$ cat src/rtl/ict_pkg.sv
package ict_pkg;

  typedef enum logic [1:0] {
    TRIG_NONE = 2'b00,
    TRIG_FALL = 2'b01,
    TRIG_RISE = 2'b10,
    TRIG_BOTH = 2'b11
  } trig_sel_e;

  localparam logic [2:0] ADR_CTRL     = 3'd0;
  localparam logic [2:0] ADR_CAP_BASE = 3'd1;

  // bit 1 of the select arms rising transitions, bit 0 arms falling ones
  function automatic logic trig_match(trig_sel_e sel, logic prev, logic cur);
    trig_match = (sel[1] && !prev && cur) || (sel[0] && prev && !cur);
  endfunction

  function automatic logic flag_clear_req(logic we, logic addr_hit, logic bit_val);
    flag_clear_req = we && addr_hit && !bit_val;
  endfunction

endpackage

$ cat src/rtl/ict_edge_detect.sv
module ict_edge_detect
  import ict_pkg::*;
#(
  parameter int SYNC_STAGES = 2
) (
  input  logic      clk,
  input  logic      rst_n,
  input  logic      pin_in,
  input  trig_sel_e sel,
  output logic      hit
);

  logic [SYNC_STAGES-1:0] sync_q;
  logic                   prev_q;

  always_ff @(posedge clk or negedge rst_n) begin
    if (!rst_n) begin
      sync_q <= '0;
      prev_q <= 1'b0;
    end else begin
      sync_q <= {sync_q[SYNC_STAGES-2:0], pin_in};
      prev_q <= sync_q[SYNC_STAGES-1];
    end
  end

  assign hit = trig_match(sel, prev_q, sync_q[SYNC_STAGES-1]);

endmodule

$ cat src/rtl/ict_counter.sv
module ict_counter #(
  parameter int CNT_W    = 8,
  parameter int PRESCALE = 4
) (
  input  logic             clk,
  input  logic             rst_n,
  input  logic             run,
  input  logic             clear,
  output logic [CNT_W-1:0] count,
  output logic             wrap
);

  localparam int PRE_W = (PRESCALE > 1) ? $clog2(PRESCALE) : 1;
  localparam logic [PRE_W-1:0] PRE_LAST = PRE_W'(PRESCALE - 1);

  logic [PRE_W-1:0] pre_q;
  logic [CNT_W-1:0] cnt_q;
  logic             tick;

  assign tick  = (pre_q == PRE_LAST);
  assign wrap  = run && !clear && tick && (cnt_q == '1);
  assign count = cnt_q;

  always_ff @(posedge clk or negedge rst_n) begin
    if (!rst_n) begin
      pre_q <= '0;
      cnt_q <= '0;
    end else if (clear) begin
      pre_q <= '0;
      cnt_q <= '0;
    end else if (run) begin
      if (tick) begin
        pre_q <= '0;
        cnt_q <= cnt_q + 1'b1;
      end else begin
        pre_q <= pre_q + 1'b1;
      end
    end
  end

endmodule

$ cat src/rtl/ict_flag.sv
module ict_flag (
  input  logic clk,
  input  logic rst_n,
  input  logic set_i,
  input  logic clr_i,
  output logic q
);

  // set dominates clear so that a capture is never lost
  always_ff @(posedge clk or negedge rst_n) begin
    if (!rst_n)     q <= 1'b0;
    else if (set_i) q <= 1'b1;
    else if (clr_i) q <= 1'b0;
  end

endmodule

$ cat src/rtl/edge_capture_timer.sv
module edge_capture_timer
  import ict_pkg::*;
#(
  parameter int CNT_W       = 8,
  parameter int DATA_W      = 4,
  parameter int ADDR_W      = 3,
  parameter int PRESCALE    = 4,
  parameter int SYNC_STAGES = 2,
  parameter int GUARD_CYC   = 2
) (
  input  logic              clk,
  input  logic              rst_n,
  input  logic              evt_in,
  input  logic              bus_we,
  input  logic [ADDR_W-1:0] bus_addr,
  input  logic [DATA_W-1:0] bus_wdata,
  output logic [DATA_W-1:0] bus_rdata,
  output logic              irq_req
);

  localparam int NUM_NIB = CNT_W / DATA_W;
  localparam int GW      = $clog2(GUARD_CYC + 1);
  localparam logic [ADDR_W-1:0] A_CTRL  = ADDR_W'(ADR_CTRL);
  localparam logic [ADDR_W-1:0] A_BASE  = ADDR_W'(ADR_CAP_BASE);
  localparam logic [ADDR_W-1:0] A_FLAGS = ADDR_W'(ADR_CAP_BASE + NUM_NIB);
  localparam logic [ADDR_W-1:0] A_IRQ   = ADDR_W'(ADR_CAP_BASE + NUM_NIB + 1);

  // named internal events
  logic             mode_wr, mode_acc, en_rise;
  logic             edge_hit, cap_evt, ovf_evt, cnt_clear;
  logic             sts_clr, err_clr, irq_clr, err_set;
  logic             sts_q, err_q;
  trig_sel_e        trig_q;
  logic             cap_en_q;
  logic [GW-1:0]    guard_q;
  logic [CNT_W-1:0] count;
  logic [CNT_W-1:0] cap_q;
  logic             unused_wbits;

  assign unused_wbits = ^bus_wdata[DATA_W-1:3];

  // control register with write-rate guard
  assign mode_wr  = bus_we && (bus_addr == A_CTRL);
  assign mode_acc = mode_wr && (guard_q == '0);
  assign en_rise  = mode_acc && bus_wdata[2] && !cap_en_q;

  always_ff @(posedge clk or negedge rst_n) begin
    if (!rst_n) begin
      trig_q   <= TRIG_NONE;
      cap_en_q <= 1'b0;
      guard_q  <= '0;
    end else begin
      if (mode_acc) begin
        trig_q   <= trig_sel_e'(bus_wdata[1:0]);
        cap_en_q <= bus_wdata[2];
        guard_q  <= GW'(GUARD_CYC - 1);
      end else if (guard_q != '0) begin
        guard_q  <= guard_q - 1'b1;
      end
    end
  end

  ict_edge_detect #(.SYNC_STAGES(SYNC_STAGES)) u_edge (
    .clk    (clk),
    .rst_n  (rst_n),
    .pin_in (evt_in),
    .sel    (trig_q),
    .hit    (edge_hit)
  );

  assign cap_evt   = cap_en_q && edge_hit;
  assign cnt_clear = en_rise || cap_evt;

  ict_counter #(.CNT_W(CNT_W), .PRESCALE(PRESCALE)) u_cnt (
    .clk   (clk),
    .rst_n (rst_n),
    .run   (cap_en_q),
    .clear (cnt_clear),
    .count (count),
    .wrap  (ovf_evt)
  );

  always_ff @(posedge clk or negedge rst_n) begin
    if (!rst_n)       cap_q <= '0;
    else if (cap_evt) cap_q <= count;
  end

  // flags
  assign sts_clr = flag_clear_req(bus_we, bus_addr == A_FLAGS, bus_wdata[0]);
  assign err_clr = flag_clear_req(bus_we, bus_addr == A_FLAGS, bus_wdata[1]);
  assign irq_clr = flag_clear_req(bus_we, bus_addr == A_IRQ,   bus_wdata[0]);
  assign err_set = sts_q && (cap_evt || ovf_evt);

  ict_flag u_sts (.clk(clk), .rst_n(rst_n), .set_i(cap_evt), .clr_i(sts_clr), .q(sts_q));
  ict_flag u_err (.clk(clk), .rst_n(rst_n), .set_i(err_set), .clr_i(err_clr), .q(err_q));
  ict_flag u_irq (.clk(clk), .rst_n(rst_n), .set_i(cap_evt), .clr_i(irq_clr), .q(irq_req));

  // read path
  always_comb begin
    bus_rdata = '0;
    if (bus_addr == A_CTRL)
      bus_rdata = DATA_W'({cap_en_q, trig_q});
    else if (bus_addr == A_FLAGS)
      bus_rdata = DATA_W'({err_q, sts_q});
    else if (bus_addr == A_IRQ)
      bus_rdata = DATA_W'(irq_req);
    for (int i = 0; i < NUM_NIB; i++) begin
      if (bus_addr == ADDR_W'(A_BASE + i))
        bus_rdata = cap_q[i*DATA_W +: DATA_W];
    end
  end

endmodule

$ cat config.mk
export PLATFORM = sky130hd
export DESIGN_NAME = edge_capture_timer
export DESIGN_NICKNAME = d
export VERILOG_FILES = /design/src/rtl/ict_pkg.sv /design/src/rtl/ict_edge_detect.sv /design/src/rtl/ict_counter.sv /design/src/rtl/ict_flag.sv /design/src/rtl/edge_capture_timer.sv
export SDC_FILE = /design/constraint.sdc
export NUM_CORES = 1
export LEC_CHECK = 0
export BUFFER_PORTS_ARGS = -buffer_cell sky130_fd_sc_hd__buf_2
export CELL_PAD_IN_SITES_DETAIL_PLACEMENT = 1
export CELL_PAD_IN_SITES_GLOBAL_PLACEMENT = 1
export CORE_UTILIZATION = 25
export DETAILED_ROUTE_END_ITERATION = 8
export GPL_TIMING_DRIVEN = 0
export PLACE_DENSITY = 0.44
export REMOVE_ABC_BUFFERS = 1
export SLEW_MARGIN = 10
export SYNTH_ARGS = -nofsm -noshare
export SYNTH_HDL_FRONTEND = slang
export SYNTH_SLANG_ARGS = --single-unit
export TNS_END_PERCENT = 30
$ cat constraint.sdc
create_clock -name clk -period 4.05 [get_ports clk]
set_clock_uncertainty 0.05 [all_clocks]
set_input_delay 0.405 -clock clk [delete_from_list [all_inputs] [get_ports clk]]
set_output_delay 0.405 -clock clk [all_outputs]
set_load 0.05 [all_outputs]
==> summary by stage, run 1 <==
Pwr
Of the total power, combinational logic draws 0.220. The share of total power dissipated in sequential elements is 0.429. The analysis attributes to net switching a power of 0.3123 mW.

The leakage dissipation is 0.7791 nW. The worst-case IR drop observed on VDD is 0.0002073 V. The internal power of the cells totals 0.7039 mW. The share of power burned in the clock network is 0.351. The power per cell area is 593.7 nW/µm². The net switching fraction of the power is 0.3073.

Clock tree
The H-tree was split into 2 levels. In this run, CTS created clock tree buffers numbering 5. The number of cells upsized or downsized after cts is 0. No sink is reached through more buffers than the 2 on the longest clock path.

The CTS sink count is 29. The TritonCTS clock tree is built. The clock-pin slew of the registers on the worst-case setup and hold paths is 70 ps. After clock tree synthesis, the flow added hold-fix buffers numbering 0. The post-CTS repair timing setup buffer count is 0.

The cell sitting at the root of the clock tree is a clkbuf_8. For the worst-skew pair, the clock arrives at the later sink with an insertion delay of 280 ps.

Layout
For this run, the post-layout net count is 158. 0 antenna diodes ended up in the layout. Excluding fillers, the count of instances in the completed layout stands at 218. The fraction of final layout cells with drive strength greater than 1 is 0.1918. Compared with the post-synthesis result, the final layout area differs by 18.75%.

STA
For the final routed database, the setup TNS stands at 0 ps. The number of endpoints with negative hold slack in the final report came to 0. The final count of negative-setup-slack endpoints is 0. The final critical path time including I/O delays and setup is 2127 ps. In the finished design, the share of the clock period the worst path needs comes to 0.5252. The minimum setup slack in the final design is 1923 ps. Setup repair after global routing left no endpoint under its margin.

Headroom to the max-slew limit came out at 0.2924. The tightest hold margin is 108.8 ps. The count of pins over their slew limit is 0.

Static timing analysis puts the maximum clock frequency at 470.1 MHz. For the pin with the worst max-slew slack, the measured transition is 1059 ps.

Logic synthesis
The fraction of post-synthesis cell area in the top cell type by area is 0.5035. The synthesized netlist contains 39 unique library cells. The share of the synthesized netlist area taken by xor and xnor gates is 0.01823. Synthesis inferred 29 register bits.

Averaged over all synthesized cells, the footprint is 11.17 µm². The biggest area consumer among synthesized cells is dfrtp_1. The sequential share of the synthesized area is 0.5035. The netlist area before placement is 1441 µm². The cell count after synthesis came out at 129. The post-synthesis compound-gate area fraction came to 0.1233. The portion of synthesized area spent on multiplexers is 0.1076. The fraction of the mapped netlist area in simple logic gates is 0.2083. The Yosys warning count is 0.

In the post-synthesis netlist, the biggest area contributors are dfrtp_1, mux2_1, nor2_1. By area, the combinational part of the netlist is dominated by simple AND/OR/NAND/NOR gates. The adder and majority gate portion of the synthesized area is 0.01736.

Critical path
The worst path arrival time is 2220 ps. Data on the critical path is required at its endpoint by 4150 ps. The worst setup path is captured at a flip-flop.

The slowest stage of the critical path belongs to the cell a21boi_1. The critical path is of the flip-flop to flip-flop type. Traced cell by cell, the critical path runs through a21boi_1 -> o21bai_2 -> a21oi_1.

The critical-path maximum fanout is 12. The worst setup path is launched from a flip-flop. The biggest cell delay along the critical path is 910 ps.

GRT
The maximum number of pins on one net before global-route repair is 30. The global-route congestion overflow total is 0. The met2 routing resource usage after global routing is 0.2053. The met1 usage in global routing is 0.1641. For this run, global-route usage on met3 was measured as 0.03529. The wire length of the first global-routing pass is 5.940 mm. After global routing, the most crowded layer is met2. The all-layer global routing usage is 0.1292. The initial antenna violation count is 0. The via count of the first global-routing pass is 1191.

Route
For this block, the via count after detailed routing is 1089. Dividing the detail-routed wire length by the instance count gives 15.22 µm. Wires add up to 3.317 mm. Once detail routing completed, the nets flagged for antenna violations numbered 0.

The mean number of vias per cell is 4.995. The first routing iteration left 32 violations. The first detailed-routing pass ran for 4 iterations. In the routed design, unresolved DRC markers number 0.

Min path
The min-delay analysis places its worst path in the category input port to async pin.

Floorplanning
The number of top-level pins is 16. The area of the core region is 5540 µm². In this run the vertical extent of the chip is 77.93 µm. From left edge to right edge, the die measures 77.93 µm. For this configuration, the core starts out at a cell density of 0.2602. The total number of placement rows is 27. The floorplan step defined a die boundary enclosing 6073 µm².

Placed design
Once detailed placement completed, the half-perimeter wirelength came to 2.491 mm. Input and output buffers added on the ports amount to 14. The post-place setup slack is 1876 ps. The placed cell count is 210.

The routability congestion estimate from global placement is 0.7022.

Run status
The run finished with clean final reports.

Run
The count of max-cap constraint violations is 0.
critical path, delay by kind of cell (launching register included):
| kind | cells | cell delay (ps) |
|---|---|---|
| DFF | 1 | 600 |
| AOI/OAI and AO/OA | 3 | 1350 |
Yosys cell counts:
| master | instances |
|---|---|
| a21boi_1 | 1 |
| a21o_1 | 2 |
| a21oi_1 | 6 |
| a221oi_1 | 1 |
| a22o_1 | 2 |
| a31oi_1 | 4 |
| a32o_1 | 1 |
| and2_1 | 1 |
| and3_1 | 1 |
| and3_4 | 1 |
| and3b_1 | 1 |
| buf_2 | 4 |
| clkbuf_1 | 1 |
| clkinv_1 | 1 |
| dfrtp_1 | 29 |
| ha_1 | 2 |
| inv_1 | 1 |
| mux2_1 | 10 |
| mux2i_1 | 2 |
| mux4_2 | 1 |
| nand2_1 | 10 |
| nand2b_1 | 1 |
| nand3_1 | 8 |
| nand3b_4 | 2 |
| nand4_1 | 2 |
| nor2_1 | 12 |
| nor2b_1 | 3 |
| nor3_1 | 2 |
| nor4b_1 | 1 |
| nor4b_4 | 1 |
| o21ai_0 | 2 |
| o21ai_1 | 2 |
| o21bai_2 | 1 |
| o221ai_1 | 1 |
| o31ai_1 | 2 |
| o41ai_1 | 1 |
| or4_1 | 2 |
| or4b_1 | 1 |
| xnor2_1 | 3 |
per-layer routing:
layer	vias to the layer above	part of all wire	routed length (µm)
met1	561	0.47	1565
met3	7	0.039	129
met2	16	0.47	1560
li1	505	-	-
met4	0	0.019	62
met5	-	0	0
final cells by class:
| class | instances | area, µm² |
|---|---|---|
| Sequential cell | 29 | 725.7 |
| Multi-Input combinational cell | 93 | 684.4 |
| Tap cell | 72 | 90.09 |
| Timing Repair Buffer | 14 | 70.07 |
| Inverter | 2 | 7.507 |
| Clock buffer | 5 | 68.82 |
| Clock inverter | 3 | 65.06 |
| Fill cell | 646 | 3829 |
logic make-up (layout without fill, tap and decap cells):
group | Yosys count | after routing
flops | 29 | 29
compound gates | 26 | 26
simple gates | 49 | 49
xor+xnor | 3 | 3
mux | 13 | 13
fa+ha+maj | 2 | 2
buf+inv | 7 | 24
state kept, by name, summed over array words and instances (netlist names), 2 cells and up:
register and flops:
u_cnt.pre_q 2, guard_q 2, trig_q 2, cap_q 8, u_cnt.count 8, u_edge.sync_q 2
layout by cell type, fill, tap and decap left out, types with 2 or more instances in the layout:
| cell type | instances |
|---|---|
| nor2b_1 | 3 |
| nand3b_4 | 2 |
| bufinv_16 | 2 |
| clkbuf_8 | 5 |
| ha_1 | 2 |
| nor2_1 | 12 |
| dfrtp_1 | 29 |
| nand3_1 | 8 |
| o21ai_0 | 2 |
| o31ai_1 | 2 |
| or4_1 | 2 |
| nand4_1 | 2 |
| a22o_1 | 2 |
| a31oi_1 | 4 |
| a21oi_1 | 6 |
| nor3_1 | 2 |
| a21o_1 | 2 |
| xnor2_1 | 3 |
| mux2_1 | 10 |
| o21ai_1 | 2 |
| mux2i_1 | 2 |
| buf_2 | 14 |
| nand2_1 | 10 |
final timing paths:
| kind | startpoint | end | slack (ps) | cells after the start |
|---|---|---|---|---|
| min in group clk | evt_in | u_edge.sync_q[0]$_DFF_PN0_ | 180 | 1 |
| max reg2reg | cap_en_q$_DFFE_PN0N_ | u_cnt.count[7]$_DFFE_PN0P_ | 1920 | 3 |
| min reg2reg | u_edge.sync_q[0]$_DFF_PN0_ | u_edge.sync_q[1]$_DFF_PN0_ | 300 | 0 |
| min | rst_n | u_edge.prev_q$_DFF_PN0_ | 110 | 1 |
| max | cap_en_q$_DFFE_PN0N_ | u_cnt.count[7]$_DFFE_PN0P_ | 1920 | 3 |
| max in group asynchronous | rst_n | cap_q[3]$_DFFE_PN0P_ | 3400 | 1 |
through the flow:
step	area, µm²	util	total power [mW]
after floorplan	1418	-	0.5900
after global placement	1578	0.2848	0.6616
after detailed placement	1578	0.2848	0.6717
after CTS	1712	0.3089	1.036
after global routing	1712	0.3089	1.083
final	1712	0.3089	1.016
power by group through the flow:
stage	logic (mW)	registers [mW]	clock network, mW
6_report	0.223	0.436	0.357
5_1_grt	0.252	0.452	0.379
4_1_cts	0.228	0.439	0.369
3_5_place_dp	0.227	0.445	0
3_3_place_gp	0.219	0.443	0
2_1_floorplan	0.155	0.435	0
Power figures use the tool's default switching activity.
==> inputs of run 2 (changes only) <==
--- a/config.mk
+++ b/config.mk
@@ -11,7 +11,7 @@
 export CORE_UTILIZATION = 25
 export DETAILED_ROUTE_END_ITERATION = 8
 export GPL_TIMING_DRIVEN = 0
-export PLACE_DENSITY = 0.44
+export PLACE_DENSITY = 0.46
 export REMOVE_ABC_BUFFERS = 1
 export SLEW_MARGIN = 10
 export SYNTH_ARGS = -nofsm -noshare
==> constraint.sdc (replaced) <==
create_clock -name clk -period 1.7 [get_ports clk]
set_clock_uncertainty 0.05 [all_clocks]
set_input_delay 0.17 -clock clk [delete_from_list [all_inputs] [get_ports clk]]
set_output_delay 0.17 -clock clk [all_outputs]
set_load 0.05 [all_outputs]
==> summary by stage, run 2 (synthesized netlist as in run 1, its figures left out) <==
Clock tree
TritonCTS built the clock tree. After clock tree synthesis, the clock-pin slew on the worst setup and hold paths is 60 ps. CTS built an H-tree with a depth of 2. The longest clock path from root to sink contains 2 buffers. The clock tree root buffer cell is clkbuf_8. In this run, CTS created clock tree buffers numbering 5.

The clock drives 29 sinks. The later-pin clock latency in the skew report is 280 ps.

GRT
The first global-routing pass estimated 6.120 mm of wire. The via count of the first global-routing pass is 1231. The initial antenna violation count is 0.

The global-route congestion overflow total is 0. The all-layer global routing usage is 0.1326. Entering global routing, the biggest net connects 30 pins.

Layout
Excluding fillers, the count of instances in the completed layout stands at 227. In the final layout, the share of cells above drive strength 1 is 0.2774. In the final design database the tool counted 168 nets.

The layout overhead on the synthesized area is 26.48%. 0 antenna diodes ended up in the layout. Leaving out fill and tap cells, the most frequent cells in the layout are dfrtp_1, nor2_1, buf_2. The most frequent standard cell in the layout excluding fill and tap cells is dfrtp_1. Measured on the finished design, the core utilization comes to 0.3290. After filler insertion, the fill cell instance count of the layout stands at 625.

Once layout is done, the placed cells without fillers occupy 1823 µm².

Route
The detailed router used layers up to and including met4. After detailed routing, the number of remaining DRC violations is 0. The routed wire length is 3.553 mm. The detailed-route wire length on metal 1 is 1.721 mm. The violation count after the first detailed-route iteration is 28. The total via count in the routed design is 1114. Summed over all nets, wire length on met3 after detailed routing comes to 128 µm. The first detailed-routing pass ran for 4 iterations. Once detail routing completed, the nets flagged for antenna violations numbered 0.

The routed length per placed instance is 15.65 µm. The mean number of vias per cell is 4.907. Detailed routing placed a total of 1.632 mm of wire on met2.

STA
Derived from the worst setup path, the maximum achievable clock frequency is 588.3 MHz. The count of pins over their slew limit came to 0. The measured slew at the worst slew-check pin is 665.4 ps.

Headroom to the max-slew limit came out at 0.5564. The final count of negative-setup-slack endpoints is 0. Setup repair after global routing could not meet its margin everywhere. The number of endpoints with negative hold slack in the final report was 0. The final critical path time including I/O delays and setup is 1700 ps. In the finished design, the share of the clock period the worst path needs comes to 0.9999. Hold is met by 77.30 ps. The minimum setup slack in the final design is 0.2357 ps.

The setup TNS is 0 ps.

Floorplanning
The height of the die is 77.93 µm. Pin placement for this block handled 16 I/O pins. The total number of placement rows is 27. The floorplan step set the die width to 77.93 µm. The initial utilization of the core area, before any placement, comes to 0.2602. The die footprint is 6073 µm². The core region is 5540 µm².

Pwr
The worst IR drop on VDD is 0.0004805 V. The share of power burned in the clock network is 0.250. The net switching fraction of the power is 0.3404. In this run the power density over the cells is 1264 nW/µm². The internal portion of total power is 1.520 mW. Power comes to 2.305 mW. The switching power total is 0.7844 mW. For this design the static power due to leakage is 0.8119 nW. The sequential share of power is 0.459. Of the total power, combinational logic draws 0.291.

Placed design
At the placement stage, the worst setup path has a slack of -480.7 ps. The port buffer count is 14. The placed instances occupy a cell area of 1578 µm². In this run, placement finished with an instance count of 210. Detailed placement finished with a half-perimeter wire length of 2.572 mm. The routability congestion estimate from global placement is 0.7353.

Min path
The worst hold path belongs to the class input port to flip-flop.

Critical path
The cell family with the largest share of critical-path delay is flip-flops. The signal on the critical path passes through mux2i_1 -> nor3_2 -> a221oi_2 -> o221ai_1 -> buf_4. The standard cell with the maximum stage delay on the critical path is dfrtp_2.

The worst path arrival time is 1480 ps. In this design, the stage delay of the slowest critical-path cell is 440 ps. The element type at the critical path end is a primary output. The critical-path maximum fanout is 3. The required time of the worst setup path is 1480 ps. The critical path is of the flip-flop to primary output type.

The element type at the critical path start is a flip-flop. The number of buffers and inverters on the critical path is 1.

Run
The count of max-cap constraint violations is 0.

Run status
The run finished with clean final reports.
==> run 2: path summary, 6_finish.rpt <==
| path | from | endpoint | slack, ps | cells past startpoint |
|---|---|---|---|---|
| max | trig_q[0]$_DFFE_PN0N_ | bus_rdata[0] | 0.2 | 5 |
| min | bus_wdata[1] | trig_q[1]$_DFFE_PN0N_ | 80 | 2 |
| max reg2reg | u_edge.prev_q$_DFF_PN0_ | u_cnt.count[5]$_DFFE_PN0P_ | 70 | 4 |
| min reg2reg | u_edge.sync_q[0]$_DFF_PN0_ | u_edge.sync_q[1]$_DFF_PN0_ | 300 | 0 |
| max in group asynchronous | rst_n | u_cnt.count[0]$_DFFE_PN0P_ | 720 | 2 |
| min in group asynchronous | rst_n | u_cnt.count[6]$_DFFE_PN0P_ | 410 | 2 |
==> run 2: what timing repair did <==
action                                  4_1_cts  5_1_grt
pin swaps                                     0        2
setup buffers                                 0        8
hold buffers                                  2        0
endpoints found under the hold margin        30        0
endpoints found under the setup margin       20        9
gates resized for setup                      10        8
==> run 2: area by class of cell <==
type,instances,area (µm²),share of cell area
Multi-Input combinational cell,93,733.2,0.4022
Tap cell,72,90.09,0.04942
Clock buffer,7,86.33,0.04736
Sequential cell,29,729.5,0.4001
Inverter,2,10.01,0.005491
Timing Repair Buffer,24,173.9,0.09540
==> run 2: per-layer routing <==
layer,vias up,global-route usage
met4,0,0.06667
met2,16,0.2071
met1,565,0.1689
li1,527,-
met3,6,0.03412
met5,-,0
==> run 2: power groups by stage <==
stage | sequential (mW) | clock [mW] | combinational, mW
6_report | 1.06 | 0.577 | 0.671
5_1_grt | 1.09 | 0.627 | 0.741
4_1_cts | 1.06 | 0.600 | 0.582
3_5_place_dp | 1.06 | 0 | 0.543
3_3_place_gp | 1.05 | 0 | 0.523
2_1_floorplan | 1.04 | 0 | 0.369
==> inputs of run 3 (changes only) <==
--- a/config.mk
+++ b/config.mk
@@ -8,10 +8,10 @@
 export BUFFER_PORTS_ARGS = -buffer_cell sky130_fd_sc_hd__buf_2
 export CELL_PAD_IN_SITES_DETAIL_PLACEMENT = 1
 export CELL_PAD_IN_SITES_GLOBAL_PLACEMENT = 1
-export CORE_UTILIZATION = 25
+export CORE_UTILIZATION = 30
 export DETAILED_ROUTE_END_ITERATION = 8
 export GPL_TIMING_DRIVEN = 0
-export PLACE_DENSITY = 0.46
+export PLACE_DENSITY = 0.53
 export REMOVE_ABC_BUFFERS = 1
 export SLEW_MARGIN = 10
 export SYNTH_ARGS = -nofsm -noshare
==> summary by stage, run 3 (synthesized netlist as in run 1, its figures left out) <==
Route
The final antenna-violating net count is 0. The violation count after the first detailed-route iteration is 33. The mean number of vias per cell is 5.408.

Dividing the detail-routed wire length by the instance count gives 16.66 µm. The detailed-route wire length on metal 1 is 1.650 mm. For this run, design rule violations remaining after detail routing come to 3.

Before antenna repair, the detailed router went through 6 iterations. The length of routed met2 wiring is 1.537 mm. The routed wire length is 3.349 mm. Detailed routing placed a total of 89 µm of wire on met3. The top metal layer carrying routed signals is met4. The total via count in the routed design is 1087.

Layout
Compared with the post-synthesis result, the final layout area differs by 21.44%. The most frequent standard cell in the layout excluding fill and tap cells is dfrtp_1. In the final layout, the share of cells above drive strength 1 is 0.2550. The net total in the final layout is 161. In the layout the commonest cells are dfrtp_1, nor2_1, buf_2. The number of antenna repair diodes is 0. At the end of the flow the core is filled with cells to 0.3912.

Floorplanning
The horizontal extent of the die is 71.32 µm. For this configuration, the core starts out at a cell density of 0.3221. The die is 71.32 µm tall.

The total number of placement rows is 24. In this run the standard cell core region covers 4474 µm². The die covers 5086 µm².

For this design the top-level I/O count stands at 16.

Pwr
Across the VDD grid, the largest voltage drop is 0.0005300 V. In this run the static leakage power is 0.7828 nW. Power spread over the standard cell area amounts to 1361 nW/µm².

STA
The minimum setup slack in the final design is -16.59 ps. After routing, the total negative slack on setup checks comes to -16.59 ps. The worst max-slew margin expressed relative to the limit is 0.5516. The number of endpoints with negative hold slack in the final report was 0. For the finished layout, the period the worst path requires is 1717 ps. In the finished design, the share of the clock period the worst path needs comes to 1.010. Setup violations remaining at the end of the flow were counted as 1. Setup repair after global routing could not meet its margin everywhere.

The maximum clock frequency is 582.6 MHz. Hold timing on the final database bottoms out at a slack of 74.34 ps. The count of pins over their slew limit came to 0. At the pin with the least slew margin, the transition time is 672.6 ps.

Placed design
The count of buffers added on input and output ports is 14. The congestion estimate from routability-driven global placement came to 0.7165. The detailed placer's ending HPWL is 2.387 mm.

Run status
The flow ran to the end, but the final reports show violations. The checks that failed: design-rule violations, negative setup slack.

GRT
Entering global routing, the biggest net connects 30 pins. The via count of the first global-routing pass is 1152. The all-layer global routing usage is 0.1529.

The initial antenna violation count is 0. The wire length of the first global-routing pass is 5.802 mm. After global routing the overflow that remains totals 0.

Critical path
The worst path arrival time is 1500 ps. The signal on the critical path passes through mux4_2 -> nor2b_1 -> buf_6. The worst setup path is launched from a flip-flop. For this run, the slowest stage of the critical path takes 460 ps. The standard cell with the maximum stage delay on the critical path is mux4_2. The internal reg-to-reg setup slack is 20 ps. The element type at the critical path end is a primary output. Data on the critical path is required at its endpoint by 1480 ps. The type of the worst setup path is flip-flop to primary output. The critical-path maximum fanout is 3.

Clock tree
The later-pin clock latency in the skew report is 290 ps. TritonCTS created 5 clock buffers. Counting every sink on the clock net gives 29.

The clock passes through at most 2 buffers. The clock tree root buffer cell is clkbuf_8. The H-tree generated during clock tree synthesis spans 2 levels. The TritonCTS clock tree is built.

The clock-pin slew of the registers on the worst-case setup and hold paths is 70 ps.

Min path
The type of the most critical hold path is input port to flip-flop.

Run
The tool flagged a number of max-cap violations equal to 0.
[run 3: power by group]
group | switching [mW] | internal (mW) | total (mW)
logic | 0.327 | 0.265 | 0.592
clock network | 0.293 | 0.438 | 0.731
registers | 0.182 | 0.877 | 1.06
total | 0.802 | 1.58 | 2.38
[run 3: final timing paths]
| path | startpoint | end | cells after the start |
|---|---|---|---|
| hold reg to reg | u_edge.sync_q[0]$_DFF_PN0_ | u_edge.sync_q[1]$_DFF_PN0_ | 0 |
| hold / removal | bus_wdata[1] | trig_q[1]$_DFFE_PN0N_ | 2 |
| setup reg to reg | trig_q[0]$_DFFE_PN0N_ | u_cnt.count[5]$_DFFE_PN0P_ | 5 |
| setup / recovery | trig_q[1]$_DFFE_PN0N_ | bus_rdata[1] | 3 |
| min in group asynchronous | rst_n | u_sts.q$_DFFE_PN0P_ | 2 |
| max in group asynchronous | rst_n | cap_en_q$_DFFE_PN0N_ | 2 |
[run 3: critical path, delay by kind of cell (launching register included)]
kind | cells | cell delay, ps
multiplexers | 1 | 460
flip-flops | 1 | 420
buffers and inverters | 1 | 160
AND/OR/NAND/NOR | 1 | 160
[run 3: layout make-up]
| class | count | area [µm²] |
|---|---|---|
| timing repair buffer | 17 | 106.4 |
| multi-input combinational | 93 | 725.7 |
| inverter | 2 | 8.758 |
| sequential | 29 | 729.5 |
| clock buffer | 5 | 68.82 |
| tap | 52 | 65.06 |
| clock inverter | 3 | 46.29 |
| fill | 494 | 2724 |
[run 3: repair_timing]
action	4_1_cts	5_1_grt
hold endpoints to repair	30	0
pin swaps	1	1
endpoints found under the setup margin	20	6
buffers inserted	1	0
hold buffers	2	0
gates resized for setup	10	4
[run 3: routing by layer]
metal	global-route usage	vias to the layer above
li1	-	516
met1	0.1979	551
met2	0.2370	14
met3	0.04219	6
met4	0.07333	0
met5	0	-
[run 3: through the flow]
step | total power [mW] | area (µm²) | std cells | setup slack (ps)
after floorplan | 1.406 | 1418 | 124 | -353.8
after global placement | 1.569 | 1553 | 190 | -349.8
after detailed placement | 1.595 | 1553 | 190 | -385.0
after CTS | 2.395 | 1735 | 201 | -77.30
after global routing | 2.538 | 1750 | 201 | -99.87
final | 2.382 | 1750 | 201 | -16.59
